$ cat config.mk
export PLATFORM = sky130hd
export DESIGN_NAME = pcm_line_decoder
export DESIGN_NICKNAME = d
export VERILOG_FILES = /design/src/rtl/pcm_dec_pkg.sv /design/src/rtl/pcm_sym_front.sv /design/src/rtl/pcm_derand.sv /design/src/rtl/pcm_split_pair.sv /design/src/rtl/pcm_line_decoder.sv
export SDC_FILE = /design/constraint.sdc
export NUM_CORES = 1
export LEC_CHECK = 0
export ABC_AREA = 0
export BUFFER_PORTS_ARGS = -buffer_cell sky130_fd_sc_hd__buf_2
export CORE_MARGIN = 2
export CORE_UTILIZATION = 43
export CTS_BUF_LIST = sky130_fd_sc_hd__clkbuf_8
export CTS_CLUSTER_DIAMETER = 80
export DETAILED_ROUTE_END_ITERATION = 6
export PLACE_DENSITY_LB_ADDON = 0.08
export SETUP_SLACK_MARGIN = 0.05
export SYNTH_ARGS = -nofsm -noshare
export SYNTH_HDL_FRONTEND = slang
export SYNTH_SLANG_ARGS = --single-unit
$ cat constraint.sdc
create_clock -name clk -period 2.5 [get_ports clk]
set_input_delay 0.125 -clock clk [delete_from_list [all_inputs] [get_ports clk]]
set_output_delay 0.125 -clock clk [all_outputs]
set_load 0.02 [all_outputs]
$ cat src/rtl/pcm_dec_pkg.sv
package pcm_dec_pkg;

   typedef enum logic [2:0] {
      LC_LEVEL = 3'd0,
      LC_MARK  = 3'd1,
      LC_SPACE = 3'd2,
      LC_SPLIT = 3'd3,
      LC_SCRAM = 3'd4
   } line_code_e;

   localparam int unsigned NUM_ORDERS    = 5;
   localparam int unsigned HIST_LEN      = 23;
   localparam int unsigned DEFAULT_ORDER = 2;

   // Tap pairs per length option: near tap and far tap (far tap = register length)
   localparam int unsigned TAP_NEAR [NUM_ORDERS] = '{9, 10, 14, 14, 18};
   localparam int unsigned TAP_FAR  [NUM_ORDERS] = '{11, 13, 15, 17, 23};

endpackage

$ cat src/rtl/pcm_sym_front.sv
module pcm_sym_front #(
   parameter int unsigned RUN_W = 8
) (
   input  logic             clk,
   input  logic             rst_n,
   input  logic             sym_en,
   input  logic             sym_in,
   input  logic             invert_in,
   input  logic [RUN_W-1:0] stuck_limit,
   output logic             lvl,
   output logic             prev_lvl,
   output logic             stuck
);
   localparam logic [RUN_W-1:0] RUN_MAX = {RUN_W{1'b1}};
   localparam logic [RUN_W-1:0] RUN_ONE = {{(RUN_W-1){1'b0}}, 1'b1};

   if (RUN_W < 2) begin : g_bad_run_w
      $error("pcm_sym_front: RUN_W must be at least 2");
   end

   logic             prev_q;
   logic             stuck_q;
   logic [RUN_W-1:0] run_q;
   logic [RUN_W-1:0] run_nxt;

   assign lvl      = sym_in ^ invert_in;
   assign prev_lvl = prev_q;
   assign stuck    = stuck_q;

   always_comb begin
      if (lvl != prev_q)        run_nxt = RUN_ONE;
      else if (run_q == RUN_MAX) run_nxt = RUN_MAX;
      else                      run_nxt = run_q + RUN_ONE;
   end

   always_ff @(posedge clk) begin
      if (!rst_n) begin
         prev_q  <= 1'b0;
         run_q   <= '0;
         stuck_q <= 1'b0;
      end else if (sym_en) begin
         prev_q  <= lvl;
         run_q   <= run_nxt;
         stuck_q <= (run_nxt >= stuck_limit);
      end
   end


   run_sat_chk: assert property (@(posedge clk) disable iff (!rst_n)
      (sym_en && lvl == prev_q && run_q == RUN_MAX) |=> (run_q == RUN_MAX));


   stuck_clear_chk: assert property (@(posedge clk) disable iff (!rst_n)
      (sym_en && lvl != prev_q && stuck_limit > RUN_ONE) |=> !stuck_q);


   stuck_hold_chk: assert property (@(posedge clk) disable iff (!rst_n)
      !sym_en |=> $stable(stuck_q));

endmodule

$ cat src/rtl/pcm_derand.sv
module pcm_derand
   import pcm_dec_pkg::*;
(
   input  logic       clk,
   input  logic       rst_n,
   input  logic       sym_en,
   input  logic       lvl,
   input  logic [2:0] order_sel,
   output logic       rand_bit
);
   logic [HIST_LEN-1:0]   hist_q;
   logic [NUM_ORDERS-1:0] opt_x;
   logic                  sel_x;

   for (genvar i = 0; i < NUM_ORDERS; i++) begin : g_opt
      if (TAP_FAR[i] > HIST_LEN || TAP_NEAR[i] >= TAP_FAR[i] || TAP_NEAR[i] < 1) begin : g_bad_tap
         $error("pcm_derand: tap pair out of range");
      end
      assign opt_x[i] = hist_q[TAP_NEAR[i]-1] ^ hist_q[TAP_FAR[i]-1];
   end

   always_comb begin
      sel_x = opt_x[DEFAULT_ORDER];
      for (int i = 0; i < NUM_ORDERS; i++) begin
         if (order_sel == 3'(i)) sel_x = opt_x[i];
      end
   end

   assign rand_bit = lvl ^ sel_x;

   always_ff @(posedge clk) begin
      if (!rst_n)      hist_q <= '0;
      else if (sym_en) hist_q <= {hist_q[HIST_LEN-2:0], lvl};
   end


   hist_idle_chk: assert property (@(posedge clk) disable iff (!rst_n)
      !sym_en |=> $stable(hist_q));

endmodule

$ cat src/rtl/pcm_split_pair.sv
module pcm_split_pair (
   input  logic clk,
   input  logic rst_n,
   input  logic sym_en,
   input  logic active,
   input  logic lvl,
   output logic pair_done,
   output logic pair_bit,
   output logic pair_bad
);
   logic phase_q;
   logic first_q;
   logic step;

   assign step      = sym_en & active;
   assign pair_done = step & phase_q & (first_q != lvl);
   assign pair_bad  = step & phase_q & (first_q == lvl);
   assign pair_bit  = first_q;

   always_ff @(posedge clk) begin
      if (!rst_n) begin
         phase_q <= 1'b0;
         first_q <= 1'b0;
      end else if (step) begin
         phase_q <= ~phase_q;
         if (!phase_q) first_q <= lvl;
      end
   end


   phase_toggle_chk: assert property (@(posedge clk) disable iff (!rst_n)
      step |=> (phase_q != $past(phase_q)));

endmodule

$ cat src/rtl/pcm_line_decoder.sv
module pcm_line_decoder
   import pcm_dec_pkg::*;
#(
   parameter int unsigned RUN_W = 8
) (
   input  logic             clk,
   input  logic             rst_n,
   input  logic             sym_en,
   input  logic             sym_in,
   input  logic [2:0]       code_sel,
   input  logic             invert_in,
   input  logic [2:0]       lfsr_order,
   input  logic [RUN_W-1:0] stuck_limit,
   output logic             dec_data,
   output logic             dec_valid,
   output logic             stuck,
   output logic             pair_err
);
   line_code_e code_e;
   logic lvl, prev_lvl, rand_bit;
   logic pair_done, pair_bit, pair_bad;
   logic nv, nd, ne;
   logic valid_q, data_q, err_q;

   assign code_e = line_code_e'(code_sel);

   pcm_sym_front #(.RUN_W(RUN_W)) front_i (
      .clk         (clk),
      .rst_n       (rst_n),
      .sym_en      (sym_en),
      .sym_in      (sym_in),
      .invert_in   (invert_in),
      .stuck_limit (stuck_limit),
      .lvl         (lvl),
      .prev_lvl    (prev_lvl),
      .stuck       (stuck)
   );

   pcm_derand derand_i (
      .clk       (clk),
      .rst_n     (rst_n),
      .sym_en    (sym_en),
      .lvl       (lvl),
      .order_sel (lfsr_order),
      .rand_bit  (rand_bit)
   );

   pcm_split_pair split_i (
      .clk       (clk),
      .rst_n     (rst_n),
      .sym_en    (sym_en),
      .active    (code_e == LC_SPLIT),
      .lvl       (lvl),
      .pair_done (pair_done),
      .pair_bit  (pair_bit),
      .pair_bad  (pair_bad)
   );

   always_comb begin
      nv = 1'b0;
      nd = 1'b0;
      ne = 1'b0;
      case (code_e)
         LC_LEVEL: begin nv = sym_en; nd = lvl;                end
         LC_MARK:  begin nv = sym_en; nd = lvl ^ prev_lvl;     end
         LC_SPACE: begin nv = sym_en; nd = ~(lvl ^ prev_lvl);  end
         LC_SPLIT: begin nv = pair_done; nd = pair_bit; ne = pair_bad; end
         LC_SCRAM: begin nv = sym_en; nd = rand_bit;           end
         default:  begin nv = 1'b0; nd = 1'b0; ne = 1'b0;      end
      endcase
   end

   always_ff @(posedge clk) begin
      if (!rst_n) begin
         valid_q <= 1'b0;
         data_q  <= 1'b0;
         err_q   <= 1'b0;
      end else begin
         valid_q <= nv;
         err_q   <= ne;
         if (nv) data_q <= nd;
      end
   end

   assign dec_valid = valid_q;
   assign dec_data  = data_q;
   assign pair_err  = err_q;


   valid_needs_sym_chk: assert property (@(posedge clk) disable iff (!rst_n)
      dec_valid |-> $past(sym_en));


   level_pass_chk: assert property (@(posedge clk) disable iff (!rst_n)
      (sym_en && code_sel == 3'd0) |=> (dec_valid && dec_data == $past(sym_in ^ invert_in)));


   err_excl_chk: assert property (@(posedge clk) disable iff (!rst_n)
      pair_err |-> !dec_valid);


   idle_code_chk: assert property (@(posedge clk) disable iff (!rst_n)
      (code_sel > 3'd4) |=> (!dec_valid && !pair_err));

endmodule

# Yosys cells after proc, flatten, opt, wreduce, memory -nomap -nowiden
# Index checks and enable logic that the tools add are counted.
op_classes:
  div: 0
  magnitude_cmp: 1
  n_eq_ne: 12
  bitwise: 14
  shift: 0
  n_addsub: 1
  reduce_logical: 5
  n_mux: 9
  multipliers: 0
ops:
  columns: ["op", "count"]
  rows:
  - ["8-bit 2-to-1 mux", 2]
  - ["3-bit by 2-bit == test with 1-bit output, second input constant", 4]
  - ["8-bit by 1-bit adder with 8-bit output, second input constant", 1]
  - ["8-bit == test, second input constant", 1]
  - ["8-bit greater-or-equal comparator", 1]
  - ["1-bit bitwise XOR", 8]
  - ["3-bit by 1-bit == test with 1-bit output, second input constant", 2]
  - ["3-bit == test, second input constant", 2]
  - ["3-bit logical NOT", 2]
  - ["1-bit 2-to-1 mux", 5]
  - ["1-bit one-hot mux with 5 select lines", 1]
  - ["1-bit bitwise AND", 4]
  - ["2-bit AND reduction", 2]
  - ["4-bit OR reduction", 1]
  - ["1-bit inequality test", 2]
  - ["1-bit inverter", 2]
  - ["1-bit one-hot mux with 2 select lines", 1]
  - ["1-bit == test", 1]
word_totals:
  latch_bits: 0
  reg_bits: 38
  n_memories: 0
  ramBits: 0
  rom_bits: 0

# Longest topological paths before layout
# Gate-level depths: netlist (run 1).
logic_depth:
  word_depth: 8
  depth_mapped: 13
  ltp_nobuf: 12

# Cells and area by module
# A second synthesis (run 1) with hierarchy kept.
unflattened:
  hier_cells: 223
  area_unflattened_um2: 2114.5
by_module_without_submodules:
  columns: ["mod", "cells_each", "area_per_inst_um2", "n_inst"]
  rows:
  - ["pcm_derand", 90, 978.4, 1]
  - ["pcm_sym_front", 100, 835.8, 1]
  - ["pcm_line_decoder", 21, 191.4, 1]
  - ["pcm_split_pair", 12, 108.9, 1]

# Worst setup path after synthesis (run 1)
# No wires, ideal clock.
synth_timing:
  path_kind: "reg-to-reg"
  startpoint: "register front_i.run_q[0]"
  endpoint: "register front_i.stuck_q, in the netlist front_i.stuck"
  path_buffers: 1
  stages_incl_launch_ff: 14
  arrival_time_ps: 2374
  setup_slack_ps: 7
  synth_period_minus_slack_ps: 2493
  required_time_ps: 2380
  cell_sequence: "dfxtp_1 > ha_1 > and3_4 > and3_4 > nand3_4 > buf_6 > and3_4 > ha_1 > nand2b_1 > a21oi_1 > nor2b_1 > o21ai_0 > a31oi_1 > o31a_1"
synth_between:
  elab_chain_len: 4
  word_cells_on_any_way: 5
  classes_between: "1 x add/sub; 1 x order compare; 1 x eq/ne; 2 x mux"
synth_lines:
  columns: ["item", "line_no", "text"]
  rows:
  - ["start, declared", "pcm_sym_front.sv:23", "logic [RUN_W-1:0] run_q;"]
  - ["start signal, assigned", "pcm_sym_front.sv:43", "run_q <= run_nxt;"]
  - ["8-bit by 1-bit adder with 8-bit output / 8-bit == test (equally long branches)", "pcm_sym_front.sv:33, pcm_sym_front.sv:32", null]
  - ["8-bit 2-to-1 mux *", "pcm_sym_front.sv:32", "else if (run_q == RUN_MAX) run_nxt = RUN_MAX;"]
  - ["8-bit 2-to-1 mux *", "pcm_sym_front.sv:31", "if (lvl != prev_q) run_nxt = RUN_ONE;"]
  - ["8-bit greater-or-equal comparator *", "pcm_sym_front.sv:44", "stuck_q <= (run_nxt >= stuck_limit);"]
  - ["end signal, assigned", "pcm_sym_front.sv:44", null]
  - ["end, declared", "pcm_sym_front.sv:22", "logic stuck_q;"]
# Mark *: on every way between the ends. The rest lies on a longest branch, timed or not.
# A chain may end at the register's enable or synchronous reset.

# Worst setup path after layout (run 1)
# Same ends and word-level chain as after synthesis.

==> summary.md, run 1 <==
| Metric | Value |
|---|---|
| Status | `finished clean` |
| Top cell type's share of synthesized area | `~36%` |
| Crit-path max FO | `4` |
| Post-DRT Antenna Nets | `0` |
| Max-slew violation count | `0` |
| Synth Area per Inst | `9.23 um^2` |
| Worst-margin pin slew | `about 0.7 ns` |
| Most common flop cell mapped by yosys | `dfxtp_1` |
| Hold-fix buffers, CTS | `0` |
| Placed cell count | `between 200 and 300` |
| Largest net degree at the start of global routing | `38` |
| Storage cell area | `746 um^2` |
| Multi-input logic area | `around 1200 um^2` |
| Clk slew on worst S/H paths | `roughly 0.07 ns` |
| Post-layout min period | `~2.3 ns` |
| Class of the worst hold path | `primary input to flip-flop` |
| Mux contribution to synthesized area | `between 10% and 20%` |
| GRT Total Usage | `14.7%` |
| Final HPWL DP | `2390 um` |
| RSZ-0062 raised after global routing | `no` |
| Global-route wire length before repair | `between 6000 and 7000 um` |
| Initial DRC Count | `55` |
| Detailed-route vias per instance | `just over 5` |
| Critical path's slowest cell | `dfxtp_4` |
| Fillers | `449` |
| Synthesis-to-finish area growth | `15.5%` |
| Worst EP required | `about 2.7 ns` |
| Cell family contributing the most delay on the critical path | `simple AND/OR/NAND/NOR gates` |
| Fin Setup TNS | `0 ns` |
| Synth Area in Simple Gates | `19.7%` |
| I/O pin cnt | `23` |
| Post-route setup slack | `roughly 0.22 ns` |
| Max-Cap Viols | `0` |
| Initial antenna violation count | `0` |
| Largest family of logic cells by synthesized area | `simple AND/OR/NAND/NOR gates` |
| Die Y | `about 73 um` |
| Grt total ovfl | `0` |
| Clk_skew | `approximately 0.0041 ns` |
| Fmax | `439 MHz` |
| Drt first pass iters | `4` |
| Clock sinks | `37` |
| Cells after Synth | `between 200 and 250` |
| Worst Path Buf+Inv | `0` |
| Complex-gate fraction of the synthesized area | `between 15 and 20%` |
| Area contributors post-synth | `dfxtp_1 (36%), mux2i_1 (11%), nor2b_1 (7.6%)` |
| CTS buffer count | `5` |
| Critical Path End Type | `flip-flop` |
| Die span in x | `73.0 um` |
| Rel. slew slack | `51.9%` |
| Pre-CTS setup slack | `0.0478 ns` |
| Top cell by count, worst path | `and3_4` |
| Design Area, Final | `2370 um^2` |
| Library cells used by synthesis | `between 40 and 50` |
| DR vias | `~1500` |
| Remaining DRCs | `0` |
| Post-synth EDFFs | `0` |
| Max incr delay on CP | `around 0.37 ns` |
| Row count | `25` |
| Post-synth top area cell | `dfxtp_1` |
| Share of layout cells above drive strength 1 | `22.9%` |
| Peak supply drop | `a little under 0.3 mV` |
| Critical path data arrival time | `around 2.5 ns` |
| Startpoint types | `flip-flop` |
| Post-synth ARST share | `0%` |
| Clk buf depth | `2` |
| ANT cells | `0` |
| Synthesized cell area | `a little over 2000 um^2` |
| Power Dens Cells | `about 550 nW/um^2` |
| CTS H-Tree Depth | `2` |
| Setup violators final | `0` |
| Post-layout nets | `276` |
| Clk_lat worst skew | `just under 0.3 ns` |
| Power Total | `roughly 0.0013 W` |
| Number of global-route vias before repair | `around 1400` |
| Critical-path cell list | `ha_4 -> and3_4 -> and3_4 -> nand3_4 -> and3_4 -> ha_1 -> nand2b_1 -> a21oi_2 -> nor2b_1 -> o21ai_1 -> a31oi_1 -> o31a_1` |
| Layout Cells excl Fill | `approximately 300` |
| Wire length per cell | `~12 um` |
| Yosys reg bits | `37` |
| Crit Path Class | `flip-flop to flip-flop` |
| Core area | `about 4700 um^2` |
| Routability cong. | `about 0.72` |
| Adder-cell share of the synthesized area | `under 10%` |
| Initial core utilization | `43.9%` |
| IO buf count | `22` |
| Seq/Total Area, Yosys | `36.2%` |
| Xor/xnor cell area share of the yosys netlist | `roughly 5.6%` |
| Placed Area | `roughly 2200 um^2` |
| Synth Warn # | `0` |
| Syn_nets | `250` |
| Final WL | `roughly 3500 um` |
| Leakage | `1.08 nW` |
| CTS tree | `done` |
| Die area | `around 5300 um^2` |
| Post-route clock period utilization | `~90%` |
| Final hold violations | `0` |
| Root Buffer | `clkbuf_8` |
==> worst register-to-register path: cells and delay by family, from the launching register on <==
| kind | cells | cell delay [ns] |
|---|---|---|
| flops | 1 | 0.37 |
| fa+ha+maj | 2 | 0.40 |
| simple gates | 6 | 0.85 |
| compound gates | 4 | 0.57 |
==> path summary, 6_finish.rpt <==
kind / start / end / slack, ns / cells after the start
setup / recovery: front_i.run_q[0] / front_i.stuck / 0.22 / 12
hold / removal: code_sel[2] / pair_err / 0.19 / 3
setup reg to reg: front_i.run_q[0] / front_i.stuck / 0.22 / 12
hold reg to reg: split_i.phase_q / pair_err / 0.49 / 2
==> cells by family (layout without fill, tap and decap cells) <==
logic type,Yosys count,after routing
flops,37,37
fa+ha+maj,9,9
buf+inv,25,52
simple gates,68,68
mux,24,24
xor+xnor,13,13
compound gates,46,46
==> cells in the mapped netlist, types with 2 or more instances <==
cell / n
a21o_2: 2
a21oi_1: 13
a31oi_1: 5
and2_1: 2
and3_1: 3
and3_4: 3
buf_2: 4
buf_6: 2
clkbuf_1: 5
dfxtp_1: 37
ha_1: 9
inv_1: 12
mux2i_1: 23
nand2_1: 12
nand2b_1: 2
nand3_1: 5
nand3b_1: 2
nor2_1: 8
nor2b_1: 25
o211a_1: 5
o21a_1: 2
o21ai_0: 6
o21ai_1: 3
xnor2_1: 8
xor2_1: 5
==> area by class of cell <==
cell class,count,area share (%)
multi-input combinational,160,51.0
sequential,37,31.5
timing repair buffer,31,7.51
clock buffer,6,3.49
tap,54,2.86
inverter,13,2.06
clock inverter,2,1.59
==> power breakdown <==
part / total, W / internal [W] / switching (W) / leakage (nW)
Clock: 0.000536 / 0.000324 / 0.000211 / 0.0574
Combinational: 0.000157 / 0.0000711 / 0.0000855 / 0.724
Sequential: 0.000606 / 0.000598 / 0.00000803 / 0.300
==> state kept, by name, indices dropped and copies added, names as in the netlist <==
signal	cells
dec_data	1
dec_valid	1
derand_i.hist_q	23
front_i.run_q	8
front_i.stuck	1
pair_err	1
split_i.pair_bit	1
split_i.phase_q	1
==> layer usage <==
| metal | wire length, um | part of all wire [%] | GRT usage (%) | up-vias |
|---|---|---|---|---|
| li1 | - | - | - | 822 |
| met1 | 1810 | 52 | 18.9 | 691 |
| met3 | 73 | 2.1 | 3.73 | 8 |
| met4 | 78 | 2.2 | 7.41 | 0 |
| met5 | 0 | 0 | 0 | - |
| met2 | 1540 | 44 | 22.8 | 12 |
==> through the flow <==
stage | util, % | hold slack [ns]
2_1_floorplan | - | 0.327
3_3_place_gp | 47.0 | 0.476
3_5_place_dp | 47.0 | 0.478
4_1_cts | 49.8 | 0.178
5_1_grt | 50.8 | 0.216
6_report | 50.8 | 0.194
==> placed cells by master, fill, tap and decap left out, drive strengths merged, types with 8 or more instances in the layout <==
cell,instances
a21oi,14
nor2,8
buf,31
inv,13
nand2,13
o21ai,9
ha,9
dfxtp,37
nor2b,25
xnor2,8
mux2i,23
==> timing repair <==
action                                 CTS  global route
pin swaps                                1             4
endpoints found under the hold margin    0             0
setup buffers                            0             5
setup endpoints to repair                1             1
resized for setup                        1             3
Note: power is estimated with default switching activity, not from simulation.
==> run 2, diff against run 1 <==
--- a/config.mk
+++ b/config.mk
@@ -8,7 +8,7 @@
 export ABC_AREA = 0
 export BUFFER_PORTS_ARGS = -buffer_cell sky130_fd_sc_hd__buf_2
 export CORE_MARGIN = 2
-export CORE_UTILIZATION = 43
+export CORE_UTILIZATION = 54
 export CTS_BUF_LIST = sky130_fd_sc_hd__clkbuf_8
 export CTS_CLUSTER_DIAMETER = 80
 export DETAILED_ROUTE_END_ITERATION = 6
==> run 2 against run 1 <==
  * Utilization increased by 14 points
  * Sequential cell count stayed put
  * Via count up 2.1%
  * Non-clock buffer count shrank 1
  * Combinational power up 8%
  * Clock power down 27%
==> summary.md, run 2 (synthesized netlist as in run 1, its figures left out) <==
| Metric | Value |
|---|---|
| Most frequent cells in the layout | `dfxtp_1 (35), nor2b_1 (25), mux2i_1 (23), buf_2 (22), inv_1 (13)` |
| Startpoint types | `flip-flop` |
| Detailed-route vias per instance | `5.29 (+4.5%)` |
| Final WL | `3650 um (+4.3%)` |
| Peak supply drop | `0.298 mV (+1.4%)` |
| Rel. slew slack | `49.1% (-2.8 points)` |
| R2R setup slack | `0.17 ns (-0.06 ns)` |
| Row count | `22 (-12%)` |
| CTS buffer count | `5 (unchanged)` |
| Crit Path Class | `flip-flop to flip-flop` |
| Crit-path max FO | `4 (unchanged)` |
| Post-layout util | `64.3% (+14 points)` |
| CTS H-Tree Depth | `2 (unchanged)` |
| Setup violators final | `0 (unchanged)` |
| I/O pin cnt | `23 (unchanged)` |
| IO buf count | `22 (unchanged)` |
| Critical path's slowest cell | `dfxtp_4` |
| Remaining DRCs | `0 (unchanged)` |
| Clk_lat worst skew | `0.28 ns (about the same)` |
| Max FFs per register | `23 (unchanged)` |
| Cell family contributing the most delay on the critical path | `simple AND/OR/NAND/NOR gates` |
| Critical path data arrival time | `2.51 ns (+0.05 ns)` |
| Most flops, register | `derand_i.hist_q` |
| CTS tree | `done` |
| Post-layout nets | `275 (-0.36%)` |
| Final HPWL DP | `2490 um (+4.2%)` |
| Worst path depth | `12 (unchanged)` |
| Root Buffer | `clkbuf_8` |
| Die span in x | `65.6 um (-10%)` |
| ANT cells | `0 (unchanged)` |
| Fin Setup TNS | `0 ns (unchanged)` |
| Drt first pass iters | `4 (unchanged)` |
| Die area | `4300 um^2 (-19%)` |
| Clock sinks | `37 (unchanged)` |
| Max-Cap Viols | `0 (unchanged)` |
| Max incr delay on CP | `0.37 ns (about the same)` |
| Wire length per cell | `12.3 um (+6.8%)` |
| Initial core utilization | `55.9% (+12 points)` |
| Worst-margin pin slew | `0.758 ns (+0.0422 ns)` |
| R2R depth | `12 (unchanged)` |
| Clk slew on worst S/H paths | `0.07 ns (about the same)` |
| Class of the worst hold path | `primary input to flip-flop` |
| Grt total ovfl | `0 (unchanged)` |
| Hold-fix buffers, CTS | `0 (unchanged)` |
| Post-DRT Antenna Nets | `0 (unchanged)` |
| Most common cell after layout, fill and taps aside | `dfxtp_1` |
| Hold endpoint | `pair_err` |
| Core area | `3660 um^2 (-21%)` |
| Synthesis-to-finish area growth | `14.9%` |
| RSZ-0062 raised after global routing | `no` |
| Power Dens Cells | `497 nW/um^2 (-9.5%)` |
| Worst r2r src | `front_i.run_q[0]` |
| Largest net degree at the start of global routing | `38 (unchanged)` |
| Initial antenna violation count | `0 (unchanged)` |
| Fmax | `429 MHz (-2.4%)` |
| Number of global-route vias before repair | `1477 (+4.7%)` |
| Post-layout min period | `2.33 ns (+0.0556 ns)` |
| Min-Delay Startpoint | `code_sel[2]` |
| Clk_skew | `0.00199 ns (-0.00213 ns)` |
| Worst Hold Path Cells | `3 (unchanged)` |
| Initial DRC Count | `57 (+3.6%)` |
| Final hold violations | `0 (unchanged)` |
| Post-route clock period utilization | `93.3% (+2.2 points)` |
| Critical Path End Type | `flip-flop` |
| GRT Total Usage | `18.6% (+3.9 points)` |
| Global-route wire length before repair | `6220 um (+1.3%)` |
| Worst EP required | `2.68 ns (about the same)` |
| Max-slew violation count | `0 (unchanged)` |
| Reg-to-Reg End | `front_i.stuck` |
| Share of layout cells above drive strength 1 | `24.6% (+1.7 points)` |
| Clk buf depth | `2 (unchanged)` |
| Leakage | `1.08 nW (-0.47%)` |
| DR vias | `1565 (+2.1%)` |
| Worst Path Buf+Inv | `0 (unchanged)` |
| Top cell by count, worst path | `and3_4` |
| Die Y | `65.6 um (-10%)` |
| Largest regs | `derand_i.hist_q x23, front_i.run_q x8` |
| Critical-path cell list | `ha_4 -> and3_4 -> and3_4 -> nand3_4 -> and3_4 -> ha_4 -> nand2b_4 -> a21oi_2 -> nor2b_1 -> o21ai_1 -> a31oi_1 -> o31a_1` |
| Status | `finished clean` |
| Routability cong. | `0.832 (+15%)` |
[run 2: layout make-up]
cell class,instances,area (um^2)
clock buffers,5,68.8
repair buffers,30,174
flip-flops and latches,37,746
multi-input cells,160,1240
fillers,310,1310
inverters,13,48.8
well taps,48,60.1
clock inverters,3,13.8
[run 2: worst max path at each step]
stage                          start       endpoint  slack, ns
detailed placement  front_i.run_q[1]  front_i.stuck       0.06
global route        front_i.run_q[0]  front_i.stuck       0.03
global placement    front_i.run_q[1]  front_i.stuck       0.12
finish              front_i.run_q[0]  front_i.stuck       0.17
CTS                 front_i.run_q[1]  front_i.stuck       0.05
floorplan           front_i.run_q[1]  front_i.stuck       0.07
[run 2: through the flow]
stage | hold slack (ns) | power [W] | cells | setup slack [ns] | cell area, um^2
6_report | 0.205 | 0.00117 | 296 | 0.167 | 2350
5_1_grt | 0.221 | 0.00122 | 296 | 0.0318 | 2350
4_1_cts | 0.203 | 0.00116 | 291 | 0.0504 | 2260
3_5_place_dp | 0.490 | 0.000772 | 283 | 0.0610 | 2180
3_3_place_gp | 0.473 | 0.000765 | 283 | 0.117 | 2180
2_1_floorplan | 0.327 | 0.000732 | 222 | 0.0709 | 2050
[run 2: routing by layer]
layer	global-route usage [%]	vias up	wire (um)
li1	-	817	-
met1	22.4	718	1670
met2	32.3	24	1820
met3	5.14	6	118
met4	5.47	0	40
met5	0	-	0
[run 2: power by group]
group	total, W	switching, W	leakage, nW	internal, W
Sequential	0.000607	0.00000853	0.300	0.000598
Combinational	0.000169	0.0000918	0.727	0.0000771
Clock	0.000393	0.000204	0.0491	0.000189
Total	0.00117	0.000304	1.08	0.000864
[run 2: repair_timing]
action                                 in CTS  in global routing
buffers inserted                            0                  5
endpoints found under the hold margin       0                  0
setup endpoints to repair                   0                  1
resized for setup                           0                 11
[run 2: worst register-to-register path, stage by stage (launching register included)]
cell and delay [ns]:
dfxtp_4 0.37, ha_4 0.15, and3_4 0.20, and3_4 0.21
nand3_4 0.10, and3_4 0.18, ha_4 0.20, nand2b_4 0.13
a21oi_2 0.11, nor2b_1 0.05, o21ai_1 0.13, a31oi_1 0.09
o31a_1 0.30
